File: src/rtl/i2c_ee_pkg.sv
package i2c_ee_pkg;
  localparam int EE_AW = 8;   // one word-address byte on the bus
  localparam int EE_DW = 8;
  localparam logic [3:0] EE_TYPE_CODE = 4'b1010;

  typedef enum logic [2:0] {
    ST_IDLE, ST_RX, ST_ACK, ST_TX, ST_TACK, ST_IGN
  } ee_state_e;

  typedef enum logic [1:0] {
    K_DEV, K_WADDR, K_WDATA
  } rx_kind_e;
endpackage

File: src/rtl/i2c_ee_cond.sv
module i2c_ee_cond (
  input  logic clk,
  input  logic rst_n,
  input  logic scl_i,
  input  logic sda_i,
  output logic scl_rise_o,
  output logic scl_fall_o,
  output logic start_o,
  output logic stop_o
);
  logic scl_q, sda_q;

  always_ff @(posedge clk or negedge rst_n) begin
    if (!rst_n) begin
      scl_q <= 1'b1;
      sda_q <= 1'b1;
    end else begin
      scl_q <= scl_i;
      sda_q <= sda_i;
    end
  end

  assign scl_rise_o = scl_i & ~scl_q;
  assign scl_fall_o = ~scl_i & scl_q;
  // data edges are control events only while the clock stays high
  assign start_o = scl_i & scl_q & sda_q & ~sda_i;
  assign stop_o  = scl_i & scl_q & ~sda_q & sda_i;
endmodule

File: src/rtl/i2c_ee_store.sv
module i2c_ee_store #(
  parameter int AW = 8,
  parameter int DW = 8
) (
  input  logic          clk,
  input  logic          we_i,
  input  logic [AW-1:0] waddr_i,
  input  logic [DW-1:0] wdata_i,
  input  logic [AW-1:0] raddr_i,
  output logic [DW-1:0] rdata_o
);
  localparam int DEPTH = 1 << AW;
  logic [DW-1:0] mem [DEPTH];

  always_ff @(posedge clk) begin
    if (we_i) mem[waddr_i] <= wdata_i;
  end

  assign rdata_o = mem[raddr_i];
endmodule

File: src/rtl/i2c_eeprom_slave.sv
module i2c_eeprom_slave
  import i2c_ee_pkg::*;
#(
  parameter int BYTE_MAX   = 7,
  parameter int PAGE_BYTES = 8
) (
  input  logic                                 clk,
  input  logic                                 rst_n,
  input  logic                                 scl_i,
  input  logic                                 sda_i,
  input  logic [2:0]                           dev_sel_i,
  input  logic                                 page_mode_i,
  input  logic                                 commit_busy_i,
  input  logic                                 st_wvalid_i,
  input  logic [EE_AW-1:0]                     st_waddr_i,
  input  logic [EE_DW-1:0]                     st_wdata_i,
  output logic                                 sda_oe_o,
  output logic                                 commit_o,
  output logic                                 commit_page_o,
  output logic [EE_AW-1:0]                     commit_addr_o,
  output logic [$clog2(PAGE_BYTES+1)-1:0]      commit_count_o,
  output logic [PAGE_BYTES*EE_DW-1:0]          commit_data_o
);
  localparam int AW     = EE_AW;
  localparam int DW     = EE_DW;
  localparam int PAGE_W = $clog2(PAGE_BYTES);
  localparam int CNT_W  = $clog2(PAGE_BYTES+1);
  localparam int IDX_W  = (PAGE_W > 0) ? PAGE_W : 1;

  logic scl_rise, scl_fall, start_w, stop_w;

  i2c_ee_cond u_cond (
    .clk       (clk),
    .rst_n     (rst_n),
    .scl_i     (scl_i),
    .sda_i     (sda_i),
    .scl_rise_o(scl_rise),
    .scl_fall_o(scl_fall),
    .start_o   (start_w),
    .stop_o    (stop_w)
  );

  ee_state_e      state;
  rx_kind_e       kind;
  logic [3:0]     bitcnt;
  logic [DW-1:0]  shreg;
  logic           rw;
  logic [AW-1:0]  addr, base;
  logic [CNT_W-1:0] cnt;
  logic           err, pmode, ack_drv;
  logic [DW-1:0]  wbuf [PAGE_BYTES];
  logic [DW-1:0]  rdata;

  i2c_ee_store #(.AW(AW), .DW(DW)) u_store (
    .clk    (clk),
    .we_i   (st_wvalid_i),
    .waddr_i(st_waddr_i),
    .wdata_i(st_wdata_i),
    .raddr_i(addr),
    .rdata_o(rdata)
  );

  logic [CNT_W-1:0] limit;
  logic             byte_done, dev_match, room, wbuf_we;
  logic [AW-1:0]    inc_full, inc_page;

  assign limit     = pmode ? CNT_W'(PAGE_BYTES) : CNT_W'(BYTE_MAX);
  assign byte_done = (state == ST_RX) && scl_fall && (bitcnt == 4'd8);
  assign dev_match = (shreg[7:4] == EE_TYPE_CODE) && (shreg[3:1] == dev_sel_i);
  assign room      = cnt < limit;
  assign wbuf_we   = byte_done && (kind == K_WDATA) && room;
  assign inc_full  = addr + AW'(1);
  assign inc_page  = {addr[AW-1:PAGE_W], addr[PAGE_W-1:0] + PAGE_W'(1)};

  always_ff @(posedge clk) begin
    if (wbuf_we) wbuf[cnt[IDX_W-1:0]] <= shreg;
  end

  always_ff @(posedge clk or negedge rst_n) begin
    if (!rst_n) begin
      state          <= ST_IDLE;
      kind           <= K_DEV;
      bitcnt         <= '0;
      shreg          <= '0;
      rw             <= 1'b0;
      addr           <= '0;
      base           <= '0;
      cnt            <= '0;
      err            <= 1'b0;
      pmode          <= 1'b0;
      ack_drv        <= 1'b0;
      commit_o       <= 1'b0;
      commit_page_o  <= 1'b0;
      commit_addr_o  <= '0;
      commit_count_o <= '0;
      commit_data_o  <= '0;
    end else begin
      commit_o <= 1'b0;
      if (start_w) begin
        // fresh or repeated start: back to address matching, drop pending data
        state   <= ST_RX;
        kind    <= K_DEV;
        bitcnt  <= '0;
        cnt     <= '0;
        err     <= 1'b0;
        ack_drv <= 1'b0;
      end else if (stop_w) begin
        state   <= ST_IDLE;
        ack_drv <= 1'b0;
        cnt     <= '0;
        if (kind == K_WDATA && cnt != '0 && !err) begin
          commit_o       <= 1'b1;
          commit_page_o  <= pmode;
          commit_addr_o  <= base;
          commit_count_o <= cnt;
          for (int i = 0; i < PAGE_BYTES; i++)
            commit_data_o[i*DW +: DW] <= wbuf[i];
        end
      end else begin
        unique case (state)
          ST_RX: begin
            if (scl_rise && bitcnt != 4'd8) begin
              shreg  <= {shreg[DW-2:0], sda_i};
              bitcnt <= bitcnt + 4'd1;
            end else if (byte_done) begin
              bitcnt <= '0;
              unique case (kind)
                K_DEV: begin
                  if (dev_match && !commit_busy_i) begin
                    rw      <= shreg[0];
                    ack_drv <= 1'b1;
                    state   <= ST_ACK;
                  end else begin
                    state <= ST_IGN;
                  end
                end
                K_WADDR: begin
                  addr    <= shreg;
                  base    <= shreg;
                  pmode   <= page_mode_i;
                  ack_drv <= 1'b1;
                  state   <= ST_ACK;
                end
                default: begin
                  if (room) begin
                    cnt     <= cnt + CNT_W'(1);
                    addr    <= pmode ? inc_page : inc_full;
                    ack_drv <= 1'b1;
                    state   <= ST_ACK;
                  end else begin
                    err   <= 1'b1;
                    state <= ST_IGN;
                  end
                end
              endcase
            end
          end
          ST_ACK: begin
            if (scl_fall) begin
              ack_drv <= 1'b0;
              bitcnt  <= '0;
              if (kind == K_DEV && rw) begin
                state <= ST_TX;
                shreg <= rdata;
              end else begin
                state <= ST_RX;
                kind  <= (kind == K_DEV) ? K_WADDR : K_WDATA;
              end
            end
          end
          ST_TX: begin
            if (scl_fall) begin
              if (bitcnt == 4'd7) begin
                state <= ST_TACK;
                addr  <= inc_full;
              end else begin
                shreg  <= {shreg[DW-2:0], 1'b0};
                bitcnt <= bitcnt + 4'd1;
              end
            end
          end
          ST_TACK: begin
            if (scl_rise && sda_i) begin
              state <= ST_IGN;
            end else if (scl_fall) begin
              state  <= ST_TX;
              shreg  <= rdata;
              bitcnt <= '0;
            end
          end
          default: ;
        endcase
      end
    end
  end

  assign sda_oe_o = ack_drv | ((state == ST_TX) & ~shreg[DW-1]);

  // a commit request only ever follows a stop condition
  assert_commit_after_stop_R10: assert property (@(posedge clk) disable iff (!rst_n)
    commit_o |-> $past(stop_w));

  // committed count is non-zero and within the mode limit
  assert_commit_count_R10: assert property (@(posedge clk) disable iff (!rst_n)
    commit_o |-> (commit_count_o != '0) &&
                 (commit_count_o <= (commit_page_o ? CNT_W'(PAGE_BYTES) : CNT_W'(BYTE_MAX))));

  // page-mode writes never leave the page of the word address
  assert_page_upper_fixed_R6: assert property (@(posedge clk) disable iff (!rst_n)
    (kind == K_WDATA && pmode && state != ST_IDLE) |->
      (addr[AW-1:PAGE_W] == base[AW-1:PAGE_W]));

  // a device-address acknowledge never starts while the sequencer was busy
  assert_no_ack_busy_R3: assert property (@(posedge clk) disable iff (!rst_n)
    ($rose(ack_drv) && kind == K_DEV) |-> !$past(commit_busy_i));

  // accepted byte count never exceeds the active limit
  assert_no_overflow_R7: assert property (@(posedge clk) disable iff (!rst_n)
    cnt <= limit);
endmodule

File: config.mk
export PLATFORM = sky130hd
export DESIGN_NAME = i2c_eeprom_slave
export DESIGN_NICKNAME = d
export VERILOG_FILES = /design/src/rtl/i2c_ee_pkg.sv /design/src/rtl/i2c_ee_cond.sv /design/src/rtl/i2c_ee_store.sv /design/src/rtl/i2c_eeprom_slave.sv
export SDC_FILE = /design/constraint.sdc
export NUM_CORES = 2
export LEC_CHECK = 0
export ABC_AREA = 0
export BUFFER_PORTS_ARGS = -buffer_cell sky130_fd_sc_hd__buf_2
export CAP_MARGIN = 20
export CORE_ASPECT_RATIO = 0.75
export CORE_UTILIZATION = 45
export CTS_CLUSTER_DIAMETER = 60
export DETAILED_ROUTE_END_ITERATION = 6
export PLACE_DENSITY = 0.7
export SETUP_SLACK_MARGIN = 0.02
export SLEW_MARGIN = 20
export SYNTH_ARGS = -nofsm -noshare
export SYNTH_HDL_FRONTEND = slang
export SYNTH_SLANG_ARGS = --single-unit
export TNS_END_PERCENT = 1
File: constraint.sdc
create_clock -name clk -period 4.6 [get_ports clk]
set_clock_uncertainty 0.2 [all_clocks]
set_input_delay 0.69 -clock clk [delete_from_list [all_inputs] [get_ports clk]]
set_output_delay 0.69 -clock clk [all_outputs]
set_load 0.02 [all_outputs]
==> impl_metrics.env <==
export IMPL_slew_violations=0
export IMPL_tns_ps=0
export IMPL_start_util_pct=45.5
export IMPL_ys_ff_latch=2233
export IMPL_yosysSeqAreaShare_pct=76.0
export IMPL_yosys_area_top_type_share_pct=72.5
export IMPL_dieArea_um2=196000
export IMPL_max_freq_ghz=0.251
export IMPL_async_flop_share_pct=5.42
export IMPL_place_area_um2=91600
export IMPL_gp_congestion=0.924
export IMPL_cts_root_buffer="clkbuf_16"
export IMPL_cts_resized=0
export IMPL_hold_viol_final=0
export IMPL_fin_crit_sh_pct=86.6
export IMPL_grt_ovfl_total=0
export IMPL_hpwl_mm=147
export IMPL_rsz0062_at_grt="no"
export IMPL_numClockSinks=2233
export IMPL_finalSetupViolations=0
export IMPL_synth_most_common_cell="edfxtp_1"
export IMPL_critPathMaxFanout=28
export IMPL_port_buffers=104
export IMPL_finalPower_mw=54.4
export IMPL_synthCells=4474
export IMPL_routed_wl_mm=235
export IMPL_yosysWarnings=0
export IMPL_drive_gt1_share_pct=22.5
export IMPL_run_status="finished clean"
export IMPL_setup_worst_path_class="reg -> reg"
export IMPL_dpl_worst_slack_ps=682
export IMPL_cellPowerDensity_nw_per_um2=555
export IMPL_grt_total_usage_pct=23.8
export IMPL_worst_slack_ps=616
export IMPL_syn_mean_instance_area_um2=19.5
export IMPL_fp_row_count=139
export IMPL_layout_cells_non_filler=7457
export IMPL_critPathRequiredTime_ps=5150
export IMPL_postRouteAntennaNets=0
export IMPL_power_leakage_nw=31.7
export IMPL_core_area_um2=192000
export IMPL_dp_cells=7075
export IMPL_drc=0
export IMPL_cp_arrival_ps=4540
export IMPL_final_core_util_pct=51.1
export IMPL_grt_pass1_vias=45222
export IMPL_grt_max_degree=147
export IMPL_fp_dieH_um=384
export IMPL_synthToLayoutAreaGrowth_pct=12.3
export IMPL_nFillCells=14886
export IMPL_synth_ff_type="edfxtp_1"
export IMPL_hold_slack_ps=37.3
export IMPL_nets=4778
export IMPL_die_width_um=511
export IMPL_cts_tree="yes"
export IMPL_endpoint_kind="flip-flop"
export IMPL_worst_slew_pin_slew_ps=1250
export IMPL_postSynthNetCount=4508
export IMPL_synth_top_area_cell="edfxtp_1"
export IMPL_cts_clk_slew_worst_paths_ps=70
export IMPL_clock_latency_ps=860
export IMPL_peakVddDrop_mv=0.503
export IMPL_synth_commonest_cells="edfxtp_1, mux4_2, mux2i_1, nor2_1, clkbuf_1"
export IMPL_wl_per_cell_um=31.5
export IMPL_fin_area_um2=98200
export IMPL_routed_via_count=47354
export IMPL_hold_path_class="in -> reg"
export IMPL_ys_types=77
export IMPL_synthesis_area_um2=87400
export IMPL_firstDrtPassIters=6
export IMPL_via_per_inst=6.35
export IMPL_clock_path_buffers=3
export IMPL_relSlewSlack_pct=16.8
export IMPL_drtIter0Drc=7472
export IMPL_antenna_found_initial=19
export IMPL_cap_violations=0
export IMPL_finalCriticalPeriod_ps=3980
export IMPL_synth_edf_count=2112
export IMPL_grt_first_pass_wirelength_mm=336
export IMPL_ios=105
export IMPL_htreeDepth=4
export IMPL_cts_made_buffers=200
export IMPL_critPathLaunchType="flip-flop"
export IMPL_synth_area_leaders="edfxtp_1, mux4_2, mux2i_1, dfrtp_1, mux2_2"
## metal layers
| metal | up-vias | GRT usage, % | part of all wire, % |
|---|---|---|---|
| li1 | 18959 | - | - |
| met1 | 24556 | 36.2 | 41 |
| met2 | 3365 | 33.1 | 42 |
| met3 | 462 | 6.88 | 14 |
| met4 | 12 | 7.21 | 3.0 |
| met5 | - | 0 | 0.099 |
## where the power goes
group          switching (mW)  internal, mW  leakage [nW]  total (mW)
clock                    7.60          9.05          3.14        16.6
sequential              0.289          22.4          20.6        22.7
combinational            9.24          5.85          7.95        15.1
## worst paths after layout
path                         startpoint           endpoint  slack, ps  cells past startpoint
max                             addr[3]           shreg[2]        620                      9
min                        dev_sel_i[0]                 rw         40                      4
max reg2reg                     addr[3]           shreg[2]        620                      9
min reg2reg                  wbuf[0][1]   commit_data_o[1]        270                      1
max in group asynchronous         rst_n  commit_data_o[29]       2920                      3
min in group asynchronous         rst_n   commit_addr_o[6]        270                      2
## final cells by class
| cell class | count | area (um2) | share of cell area [%] |
|---|---|---|---|
| sequential | 2233 | 66500 | 67.7 |
| inverter | 13 | 52.6 | 0.0535 |
| timing repair buffer | 338 | 2740 | 2.79 |
| multi-input combinational | 1958 | 19300 | 19.6 |
| tap | 2538 | 3180 | 3.24 |
| antenna | 3 | 7.51 | 0.00765 |
| clock inverter | 121 | 1190 | 1.21 |
| clock buffer | 253 | 5280 | 5.37 |
## state kept, by name (all words and copies together), names as in the netlist
signal and cells:
commit_page_o 1, rw 1, state 3, commit_data_o 64
pmode 1, commit_addr_o 8, commit_count_o 4, kind 2
base 8, err 1, cnt 4, commit_o 1
addr 8, u_cond.sda_q 1, bitcnt 4, wbuf 64
u_store.mem 2048, u_cond.scl_q 1, ack_drv 1, shreg 8
## critical path, stage by stage (launching register included)
cell and delay [ps]:
dfrtp_4 730, clkinv_2 580, buf_12 380, o221ai_1 160, a21oi_1 120, nor3_1 900, buf_4 230, or4_1 160
o2bb2ai_1 120, o31ai_1 260
## cells by family (layout without fill, tap and decap cells)
group | Yosys count | after routing | synth area share, %
muxes | 788 | 788 | 14.3
buffers and inverters | 283 | 725 | 2.05
xor gates and xnor gates | 6 | 6 | 0.0601
AOI/OAI and AO/OA | 542 | 542 | 4.28
other | 0 | 3 | 0
adders and majority gates | 8 | 8 | 0.114
DFF | 2233 | 2233 | 76.0
and+or+nand+nor | 614 | 614 | 3.19
## placed cells by master, fill, tap and decap left out, types with 9 or more instances in the layout
master / count
a211oi_1: 20
clkbuf_8: 13
a22o_1: 10
a31oi_1: 9
mux4_2: 359
o221ai_1: 117
or3_1: 13
nand2b_1: 11
clkbuf_1: 47
nand4_1: 19
buf_2: 95
nand2_1: 73
edfxtp_1: 2112
mux2_2: 109
buf_4: 201
o31ai_1: 13
nand3_1: 35
nor3_1: 80
clkinv_2: 34
o21ai_0: 49
o22ai_1: 109
a22oi_1: 44
nor2b_1: 16
clkinv_1: 49
buf_12: 29
clkbuf_16: 201
a21oi_1: 116
bufinv_16: 15
dfrtp_1: 115
inv_1: 11
nor4_1: 11
nor2_1: 307
mux2i_1: 320
## timing repair
| action | in CTS | in global routing |
|---|---|---|
| buffers inserted | 0 | 0 |
| hold buffers | 4 | 0 |
| endpoints found under the hold margin | 55 | 0 |
Power figures use the tool's default switching activity.
